`config.mk`:
```
export PLATFORM = sky130hd
export DESIGN_NAME = pwr_ctl_reg
export DESIGN_NICKNAME = d
export VERILOG_FILES = /design/src/rtl/pwr_pkg.sv /design/src/rtl/pwr_field_regs.sv /design/src/rtl/pwr_mode_seq.sv /design/src/rtl/pwr_readback.sv /design/src/rtl/pwr_ctl_reg.sv
export SDC_FILE = /design/constraint.sdc
export NUM_CORES = 1
export LEC_CHECK = 0
export BUFFER_PORTS_ARGS = -buffer_cell sky130_fd_sc_hd__buf_2
export CAP_MARGIN = 10
export CORE_AREA = 5 5 42 44
export DETAILED_ROUTE_END_ITERATION = 10
export DIE_AREA = 0 0 47 49
export PLACE_DENSITY = 0.73
export SLEW_MARGIN = 25
export SYNTH_ARGS = -nofsm -noshare
export SYNTH_HDL_FRONTEND = slang
export SYNTH_SLANG_ARGS = --single-unit
```
`constraint.sdc`:
```
create_clock -name clk -period 1.1 [get_ports clk]
set_input_delay 0.055 -clock clk [delete_from_list [all_inputs] [get_ports clk]]
set_output_delay 0.055 -clock clk [all_outputs]
set_load 0.02 [all_outputs]
```
`src/rtl/pwr_pkg.sv`:
```
package pwr_pkg;

    localparam int DATA_W  = 8;
    localparam int B_BAUD  = 7;
    localparam int B_FESEL = 6;
    localparam int B_GF1   = 3;
    localparam int B_GF0   = 2;
    localparam int B_STOP  = 1;
    localparam int B_IDLE  = 0;

    typedef struct packed {
        logic baud_x2;
        logic fe_sel;
        logic gf1;
        logic gf0;
    } pwr_fields_t;

    typedef struct packed {
        logic stop;
        logic idle;
    } mode_req_t;

    typedef enum logic [1:0] {
        MODE_RUN  = 2'd0,
        MODE_IDLE = 2'd1,
        MODE_STOP = 2'd2
    } pwr_mode_e;

    function automatic pwr_fields_t byte_to_fields(input logic [DATA_W-1:0] b);
        pwr_fields_t f;
        f.baud_x2 = b[B_BAUD];
        f.fe_sel  = b[B_FESEL];
        f.gf1     = b[B_GF1];
        f.gf0     = b[B_GF0];
        return f;
    endfunction

    function automatic logic [DATA_W-1:0] fields_to_byte(input pwr_fields_t f);
        logic [DATA_W-1:0] b;
        b          = '0;
        b[B_BAUD]  = f.baud_x2;
        b[B_FESEL] = f.fe_sel;
        b[B_GF1]   = f.gf1;
        b[B_GF0]   = f.gf0;
        return b;
    endfunction

    // Wake wins; stop outranks idle; idle is entered only from run.
    function automatic pwr_mode_e next_mode(input pwr_mode_e cur, input logic hit,
                                            input mode_req_t req, input logic wake);
        if (wake)
            return MODE_RUN;
        if (hit && req.stop)
            return MODE_STOP;
        if (hit && req.idle && cur == MODE_RUN)
            return MODE_IDLE;
        return cur;
    endfunction

endpackage

```
`src/rtl/pwr_field_regs.sv`:
```
module pwr_field_regs
    import pwr_pkg::*;
(
    input  logic              clk,
    input  logic              rst,
    input  logic              hit,
    input  logic [DATA_W-1:0] wdata,
    output pwr_fields_t       fields
);

    always_ff @(posedge clk) begin
        if (rst)
            fields <= '0;
        else if (hit)
            fields <= byte_to_fields(wdata);
    end

    AST_BAUD_LOAD: assert property (@(posedge clk) disable iff (rst)
        hit |=> fields.baud_x2 == $past(wdata[B_BAUD]));
    AST_FESEL_LOAD: assert property (@(posedge clk) disable iff (rst)
        hit |=> fields.fe_sel == $past(wdata[B_FESEL]));
    AST_FIELD_HOLD: assert property (@(posedge clk) disable iff (rst)
        !hit |=> $stable(fields));

endmodule

```
`src/rtl/pwr_mode_seq.sv`:
```
module pwr_mode_seq
    import pwr_pkg::*;
(
    input  logic      clk,
    input  logic      rst,
    input  logic      hit,
    input  mode_req_t req,
    input  logic      wake,
    output logic      idle_req,
    output logic      stop_req,
    output logic      clkmode_clr
);

    pwr_mode_e mode_q;
    pwr_mode_e mode_d;

    always_comb mode_d = next_mode(mode_q, hit, req, wake);

    always_ff @(posedge clk) begin
        if (rst) begin
            mode_q      <= MODE_RUN;
            clkmode_clr <= 1'b0;
        end else begin
            mode_q      <= mode_d;
            clkmode_clr <= hit && req.stop;
        end
    end

    assign idle_req = (mode_q == MODE_IDLE);
    assign stop_req = (mode_q == MODE_STOP);

    AST_REQ_EXCLUSIVE: assert property (@(posedge clk) disable iff (rst)
        !(idle_req && stop_req));
    AST_WAKE_CLEARS: assert property (@(posedge clk) disable iff (rst)
        wake |=> (!idle_req && !stop_req));
    AST_STOP_ENTRY: assert property (@(posedge clk) disable iff (rst)
        (hit && req.stop && !wake) |=> stop_req);
    AST_IDLE_ENTRY: assert property (@(posedge clk) disable iff (rst)
        (hit && req.idle && !req.stop && !wake && !idle_req && !stop_req) |=> idle_req);
    AST_STOP_HOLD: assert property (@(posedge clk) disable iff (rst)
        (stop_req && !wake) |=> stop_req);
    AST_CLR_WITH_STOP: assert property (@(posedge clk) disable iff (rst)
        (clkmode_clr && !$past(wake)) |-> stop_req);

endmodule

```
`src/rtl/pwr_readback.sv`:
```
module pwr_readback
    import pwr_pkg::*;
#(
    parameter int          ADDR_W   = 8,
    parameter logic [7:0]  REG_ADDR = 8'h87
) (
    input  logic [ADDR_W-1:0] addr,
    input  pwr_fields_t       fields,
    output logic [DATA_W-1:0] rdata
);

    localparam logic [ADDR_W-1:0] MATCH = ADDR_W'(REG_ADDR);

    always_comb begin
        if (addr == MATCH)
            rdata = fields_to_byte(fields);
        else
            rdata = '0;
    end

endmodule

```
`src/rtl/pwr_ctl_reg.sv`:
```
module pwr_ctl_reg
    import pwr_pkg::*;
#(
    parameter int         ADDR_W   = 8,
    parameter logic [7:0] REG_ADDR = 8'h87
) (
    input  logic              clk,
    input  logic              rst,
    input  logic [ADDR_W-1:0] bus_addr,
    input  logic              wr_en,
    input  logic [DATA_W-1:0] wr_data,
    output logic [DATA_W-1:0] rd_data,
    input  logic              wake,
    output logic              idle_req,
    output logic              stop_req,
    output logic              clkmode_clr,
    output logic              baud_x2,
    output logic              frame_err_sel
);

    localparam logic [ADDR_W-1:0] MATCH = ADDR_W'(REG_ADDR);

    logic        hit;
    mode_req_t   req;
    pwr_fields_t fields;
    logic        unused_osc_bits;

    assign hit             = wr_en && (bus_addr == MATCH);
    assign req.stop        = wr_data[B_STOP];
    assign req.idle        = wr_data[B_IDLE];
    assign unused_osc_bits = ^wr_data[5:4];

    pwr_field_regs u_fields (
        .clk    (clk),
        .rst    (rst),
        .hit    (hit),
        .wdata  (wr_data),
        .fields (fields)
    );

    pwr_mode_seq u_seq (
        .clk         (clk),
        .rst         (rst),
        .hit         (hit),
        .req         (req),
        .wake        (wake),
        .idle_req    (idle_req),
        .stop_req    (stop_req),
        .clkmode_clr (clkmode_clr)
    );

    pwr_readback #(
        .ADDR_W   (ADDR_W),
        .REG_ADDR (REG_ADDR)
    ) u_rd (
        .addr   (bus_addr),
        .fields (fields),
        .rdata  (rd_data)
    );

    assign baud_x2       = fields.baud_x2;
    assign frame_err_sel = fields.fe_sel;

endmodule

```
==> key figures, run 1 <==
Place
  – Quantity of I/O buffers inserted on ports: 26
  – Final weighted congestion of routability-driven global placement: 0.6899

Clocking
  – Quantity of hold-fixing buffers added after cts: 0
  – Buffers inserted by post-CTS timing repair: 0
  – Total number of clock tree sinks: 7
  – Clock transition time at the flip-flop clock pins of the worst setup and hold paths: 50 ps
  – Clk buf depth: 2
  – Number of H-tree levels: 1
  – Library cell used as clock root buffer: clkbuf_4
  – Worst skew pair latency: 240 ps
  – PostCTS Resize Cnt: 0
  – Total CTS buffers: 3
  – CTS tree: yes

Setup path
  – Slowest library cell on the worst path: dfxtp_1
  – Ordered list of cells on the worst path: and3b_1 > a31oi_2 > a2111oi_4
  – Worst stage delay on the critical path: 320 ps
  – Biggest fanout along the worst timing path: 3
  – Startpoint of the worst register-to-register path: u_seq.mode_q[1]$_SDFFE_PP0P_
  – Critical path type: flop to flop
  – Nature of the critical path startpoint: flop
  – Worst setup slack for register-to-register paths: 50 ps
  – Worst Setup End Kind: flop
  – Worst reg2reg path depth: 3
  – Req. time, crit path: 1250 ps
  – Worst path arrival time: 1200 ps
  – End of the worst register-to-register path: u_seq.mode_q[0]$_SDFFE_PP0P_

Run status
  – Result of the run: complete, no violations

Layout
  – Layout fillers: 154
  – Final #Nets: 90
  – Layout cells sized above 1: 55.07%
  – Sequential cell area: 140.1 um2
  – Area of the multi-input gates: 255.2 um2
  – Inserted Diodes: 0
  – Layout overhead on the synthesized area: 34.90%

Floorplanning
  – Top Ports: 33
  – Total number of placement rows: 14
  – Height of the die: 49 um
  – Initial Util: 30.45%
  – Placeable core region: 1401 um2
  – Horiz. Die Dim: 47 um
  – Floorplan die area: 2303 um2

Yosys
  – Fraction of synthesized cell area taken by the top area cell type: 32.84%
  – Most frequent cell after synthesis: nand2b_1
  – Share of synthesized cell area in full adder, half adder and majority cells: 0%
  – Synth area leader: dfxtp_1
  – Portion of the post-synthesis area used by sequential elements: 32.84%
  – Most used standard cells in the synthesized netlist: nand2b_1, dfxtp_1, and3_2, buf_4, mux2i_1
  – Flops & latches, synth: 7
  – Mux contribution to synthesized area: 9.384%
  – Number of enable-type register cells in the synthesized netlist: 0
  – Simple logic cell fraction of the synthesized area: 35.78%
  – Yosys warnings: 0
  – Area fraction in compound gates after synthesis: 9.677%
  – Xor/xnor share of the synthesized area: 0%
  – Synth unique cells: 18
  – Number of instances in the synthesized netlist: 42
  – Most used DFF post-synth: dfxtp_1
  – Most area-consuming cells after synthesis: dfxtp_1, nand2b_1, mux2i_1
  – Total standard cell area after synthesis: 426.7 um2
  – Mean post-synth cell area: 10.16 um2
  – Dominant combinational cell family by area after synthesis: simple AND/OR/NAND/NOR gates
  – Post-synth ARST share: 0%

Min path
  – Class of the most critical hold timing path: input pin to flop
  – Number of instances on the worst hold path: 2
  – WHS Endpoint: u_seq.mode_q[0]$_SDFFE_PP0P_
  – Launch instance of the worst min-delay path: wake

Routing
  – Count of antenna-violating nets left after detailed routing: 0
  – Per-cell via count in the routed design: 4.412
  – DRC Markers: 0
  – Wire length per cell after detailed routing: 11.12 um
  – Via count of the routed design: 375
  – Number of detailed-route iterations in the first pass: 2
  – Drt first-iter violations: 1
  – Detailed Route WL: 945 um

STA
  – Number of setup violations in the final report: 0
  – Final number of max-transition violations: 0
  – Achievable Freq: 952.8 MHz
  – Final min period: 1050 ps
  – Total negative setup slack: 0 ps
  – Final setup skew: 0.1250 ps
  – Share of the cycle needed by the critical path after routing: 95.41%
  – Count of final hold-check violations: 0

Pwr
  – Power density over the cells: 960.3 nW/um2
  – Total power after layout: 0.5527 mW
  – Maximum ir drop on the vdd rail: 0.0003602 V
  – Leakage: 0.2767 nW

Job
  – Count of max-cap constraint violations: 0

GRT
  – Global-route usage over all layers: 8.116%
  – Global-route wire length before repair: 1311 um
  – Pin count of the biggest net entering global routing: 12
  – Grt ovf: 0
  – Vias in the first global route: 351
  – Initial antenna violation count: 0
## area by class of cell
| cell class | count | area share [%] |
|---|---|---|
| Inverter | 1 | 0.6522 |
| Clock buffer | 4 | 4.565 |
| Sequential cell | 7 | 24.35 |
| Multi-Input combinational cell | 31 | 44.35 |
| Timing Repair Buffer | 26 | 22.61 |
| Tap cell | 16 | 3.478 |
## worst max-delay path: cells and delay by family (launching register included)
kind,cells,cell delay (ps)
compound gates,2,410
simple gates,1,230
flops,1,320
## sequential cells by signal, summed over array words and instances, names as in the netlist
register,flops
u_seq.mode_q,2
u_fields.fields,4
u_seq.clkmode_clr,1
## report_power, final
group          internal, mW  leakage [nW]  switching, mW
Combinational        0.0340         0.205         0.0346
Sequential            0.254        0.0564       0.000119
Clock                 0.138        0.0150         0.0917
Total                 0.426         0.277          0.126
## metal layers
metal / track usage [%] / up-vias / wire length, um / part of all wire, %
met4: 5.530 / 0 / 9 / 0.95
met5: 0 / - / 0 / 0
met1: 7.301 / 161 / 340 / 36
li1: - / 191 / - / -
met2: 14.03 / 21 / 435 / 46
met3: 2.952 / 2 / 160 / 17
## through the flow
stage                     area (um2)  std cells  hold WS [ps]  util (%)  setup WS (ps)
after floorplan                437.9         45         127.8         -          102.1
after global placement         543.0         81         267.6     38.75          55.84
after detailed placement       543.0         81         274.7     38.75          36.31
after CTS                      569.3         85         8.143     40.63          46.00
after global routing           575.6         85         7.500     41.07         -15.42
final                          575.6         85         13.85     41.07          50.46
## cells in the final DEF (no fill, tap or decap)
cell type,count
and3_4,1
conb_1,4
and4bb_4,2
a31oi_2,1
nand4_1,1
a2111oi_4,1
a211oi_1,1
and3_2,4
and3b_1,1
clkbuf_4,3
nor2b_1,1
inv_1,1
mux2i_1,4
nor2_1,2
buf_2,26
dfxtp_1,7
nand2b_1,8
clkbuf_1,1
## kinds of logic after synthesis
| family | after synthesis |
|---|---|
| flops | 7 |
| buf+inv | 7 |
| simple gates | 20 |
| compound gates | 3 |
| other cells | 1 |
| mux | 4 |
## worst max-delay path by stage
stage	slack (ps)	endpoint	startpoint	depth (start not counted)
2_1_floorplan	100	u_seq.mode_q[0]$_SDFFE_PP0P_	u_seq.mode_q[1]$_SDFFE_PP0P_	3
3_3_place_gp	60	u_seq.mode_q[0]$_SDFFE_PP0P_	bus_addr[4]	4
5_1_grt	-20	u_seq.mode_q[0]$_SDFFE_PP0P_	u_seq.mode_q[1]$_SDFFE_PP0P_	3
6_report	50	u_seq.mode_q[0]$_SDFFE_PP0P_	u_seq.mode_q[1]$_SDFFE_PP0P_	3
3_5_place_dp	40	u_seq.mode_q[0]$_SDFFE_PP0P_	bus_addr[4]	4
4_1_cts	50	u_seq.mode_q[0]$_SDFFE_PP0P_	u_seq.mode_q[1]$_SDFFE_PP0P_	3
(Power assumes the default switching activity.)
==> run 2, diff against run 1 <==
- CTS_BUF_LIST: not set -> sky130_fd_sc_hd__clkbuf_16
==> key figures, run 2 (synthesized netlist as in run 1, its figures left out) <==
Min path
  – Class of the most critical hold timing path: input pin to flop
  – Number of instances on the worst hold path: 2 (unchanged)
  – WHS Endpoint: u_seq.mode_q[0]$_SDFFE_PP0P_
  – Launch instance of the worst min-delay path: wake

Clocking
  – CTS tree: yes
  – Total number of clock tree sinks: 7 (unchanged)
  – Buffers inserted by post-CTS timing repair: 0 (unchanged)
  – Worst skew pair latency: 230 ps (about the same)
  – Library cell used as clock root buffer: clkbuf_16
  – Number of H-tree levels: 1 (unchanged)
  – Clock transition time at the flip-flop clock pins of the worst setup and hold paths: 40 ps (about the same)
  – Clk buf depth: 2 (unchanged)
  – Total CTS buffers: 3 (unchanged)

Setup path
  – Req. time, crit path: 1230 ps (-20 ps)
  – End of the worst register-to-register path: u_seq.mode_q[0]$_SDFFE_PP0P_
  – Nature of the critical path startpoint: flop
  – Startpoint of the worst register-to-register path: u_seq.mode_q[1]$_SDFFE_PP0P_
  – Worst setup slack for register-to-register paths: 60 ps (about the same)
  – Critical path type: flop to flop
  – Worst reg2reg path depth: 3 (unchanged)
  – Worst path arrival time: 1180 ps (-20 ps)
  – Biggest fanout along the worst timing path: 3 (unchanged)
  – Worst Setup End Kind: flop

Layout
  – Most common library cell in the layout ignoring fill and taps: buf_2
  – Most frequent cells in the layout: buf_2, nand2b_1, dfxtp_1
  – Layout cells sized above 1: 55.07% (unchanged)
  – Inserted Diodes: 0 (unchanged)
  – Layout overhead on the synthesized area: 47.21%
  – Final #Nets: 90 (unchanged)
  – Number of flip-flops in the largest register: 4 (unchanged)
  – Biggest registers after layout: u_fields.fields x4, u_seq.mode_q x2, u_seq.clkmode_clr x1
  – Largest register by flop count: u_fields.fields
  – Layout fillers: 146 (-5.2%)
  – Core Util, Final: 44.82% (+3.7 points)
  – Number of non-filler instances in the completed layout: 85 (unchanged)
  – Non-Filler Cell Area, Final: 628.1 um2 (+9.1%)

Routing
  – Detailed Route WL: 952 um (+0.74%)
  – Count of antenna-violating nets left after detailed routing: 0 (unchanged)
  – Per-cell via count in the routed design: 4.435 (+0.53%)
  – Drt first-iter violations: 1 (unchanged)
  – Number of detailed-route iterations in the first pass: 2 (unchanged)
  – DRC Markers: 0 (unchanged)
  – Via count of the routed design: 377 (+0.53%)
  – Wire length per cell after detailed routing: 11.20 um (+0.74%)

Pwr
  – Total power after layout: 0.9252 mW (+67%)
  – Leakage: 0.3040 nW (+9.9%)
  – Maximum ir drop on the vdd rail: 0.0006621 V (+84%)
  – Power density over the cells: 1473 nW/um2 (+53%)

Floorplanning
  – Height of the die: 49 um (unchanged)
  – Top Ports: 33 (unchanged)
  – Placeable core region: 1401 um2 (unchanged)
  – Initial Util: 30.45% (unchanged)
  – Total number of placement rows: 14 (unchanged)
  – Floorplan die area: 2303 um2 (unchanged)
  – Horiz. Die Dim: 47 um (unchanged)

Run status
  – Result of the run: complete, no violations

Job
  – Count of max-cap constraint violations: 0 (unchanged)

STA
  – Final number of max-transition violations: 0 (unchanged)
  – Final min period: 1044 ps (-6.016 ps)
  – Post-route setup slack: 56.48 ps (+6.016 ps)
  – Share of the cycle needed by the critical path after routing: 94.87% (-0.55 points)
  – Achievable Freq: 958.3 MHz (+0.58%)
  – Count of final hold-check violations: 0 (unchanged)
  – Number of setup violations in the final report: 0 (unchanged)
  – Final setup skew: 0.1945 ps (+0.06951 ps)
  – Worst Hold Slack: 35.33 ps (+21.48 ps)
  – Total negative setup slack: 0 ps (unchanged)

GRT
  – Pin count of the biggest net entering global routing: 12 (unchanged)
  – Initial antenna violation count: 0 (unchanged)
  – Vias in the first global route: 346 (-1.4%)
  – Grt ovf: 0 (unchanged)
  – Global-route usage over all layers: 8.186% (+0.071 points)
  – Global-route wire length before repair: 1297 um (-1.1%)

Place
  – Standard cell area after detailed placement: 543.0 um2 (unchanged)
  – Final weighted congestion of routability-driven global placement: 0.6899 (unchanged)
  – Number of instances in the placed design: 81 (unchanged)
  – DP Worst Slack: 36.31 ps (unchanged)
  – Quantity of I/O buffers inserted on ports: 26 (unchanged)
[run 2: cell count changes in the layout (fill, tap and decap cells not counted)]
cell | before | now
clkbuf_16 | 0 | 3
clkbuf_4 | 3 | 0
clkbuf_1 | 1 | 0
inv_1 | 1 | 2
[run 2: how the worst max path moves through the flow]
stage,from,depth (start not counted),end,slack [ps]
after floorplan,u_seq.mode_q[1]$_SDFFE_PP0P_,3,u_seq.mode_q[0]$_SDFFE_PP0P_,100
after global placement,bus_addr[4],4,u_seq.mode_q[0]$_SDFFE_PP0P_,60
after detailed placement,bus_addr[4],4,u_seq.mode_q[0]$_SDFFE_PP0P_,40
after CTS,u_seq.mode_q[1]$_SDFFE_PP0P_,3,u_seq.mode_q[0]$_SDFFE_PP0P_,50
after global routing,u_seq.mode_q[1]$_SDFFE_PP0P_,3,u_seq.mode_q[0]$_SDFFE_PP0P_,-10
final,u_seq.mode_q[1]$_SDFFE_PP0P_,3,u_seq.mode_q[0]$_SDFFE_PP0P_,60
[run 2: cell type report]
| class | count | area, um2 | share of cell area (%) |
|---|---|---|---|
| clock inverter | 1 | 3.754 | 0.5976 |
| timing repair buffer | 26 | 130.1 | 20.72 |
| inverter | 1 | 3.754 | 0.5976 |
| tap | 16 | 20.02 | 3.187 |
| multi-input combinational | 31 | 255.2 | 40.64 |
| clock buffer | 3 | 75.07 | 11.95 |
| sequential | 7 | 140.1 | 22.31 |
[run 2: critical path: stages (launching register included)]
cell	delay [ps]
dfxtp_1	310
and3b_1	230
a31oi_2	110
a2111oi_4	300
[run 2: power breakdown]
part / leakage (nW) / total (mW) / switching (mW) / internal [mW]
Sequential: 0.0564 / 0.256 / 0.000120 / 0.256
Clock: 0.0423 / 0.601 / 0.129 / 0.472
Combinational: 0.205 / 0.0685 / 0.0345 / 0.0340
[run 2: repair_timing]
item,CTS,global route
endpoints found under the setup margin,0,1
resized for setup,0,1
hold buffers,0,0
hold endpoints to repair,0,0
[run 2: per-layer routing]
layer | global-route usage [%] | up-vias | routed length [um]
li1 | - | 191 | -
met1 | 6.858 | 163 | 318
met2 | 13.57 | 21 | 442
met3 | 4.797 | 2 | 182
met4 | 5.530 | 0 | 9
met5 | 0 | - | 0
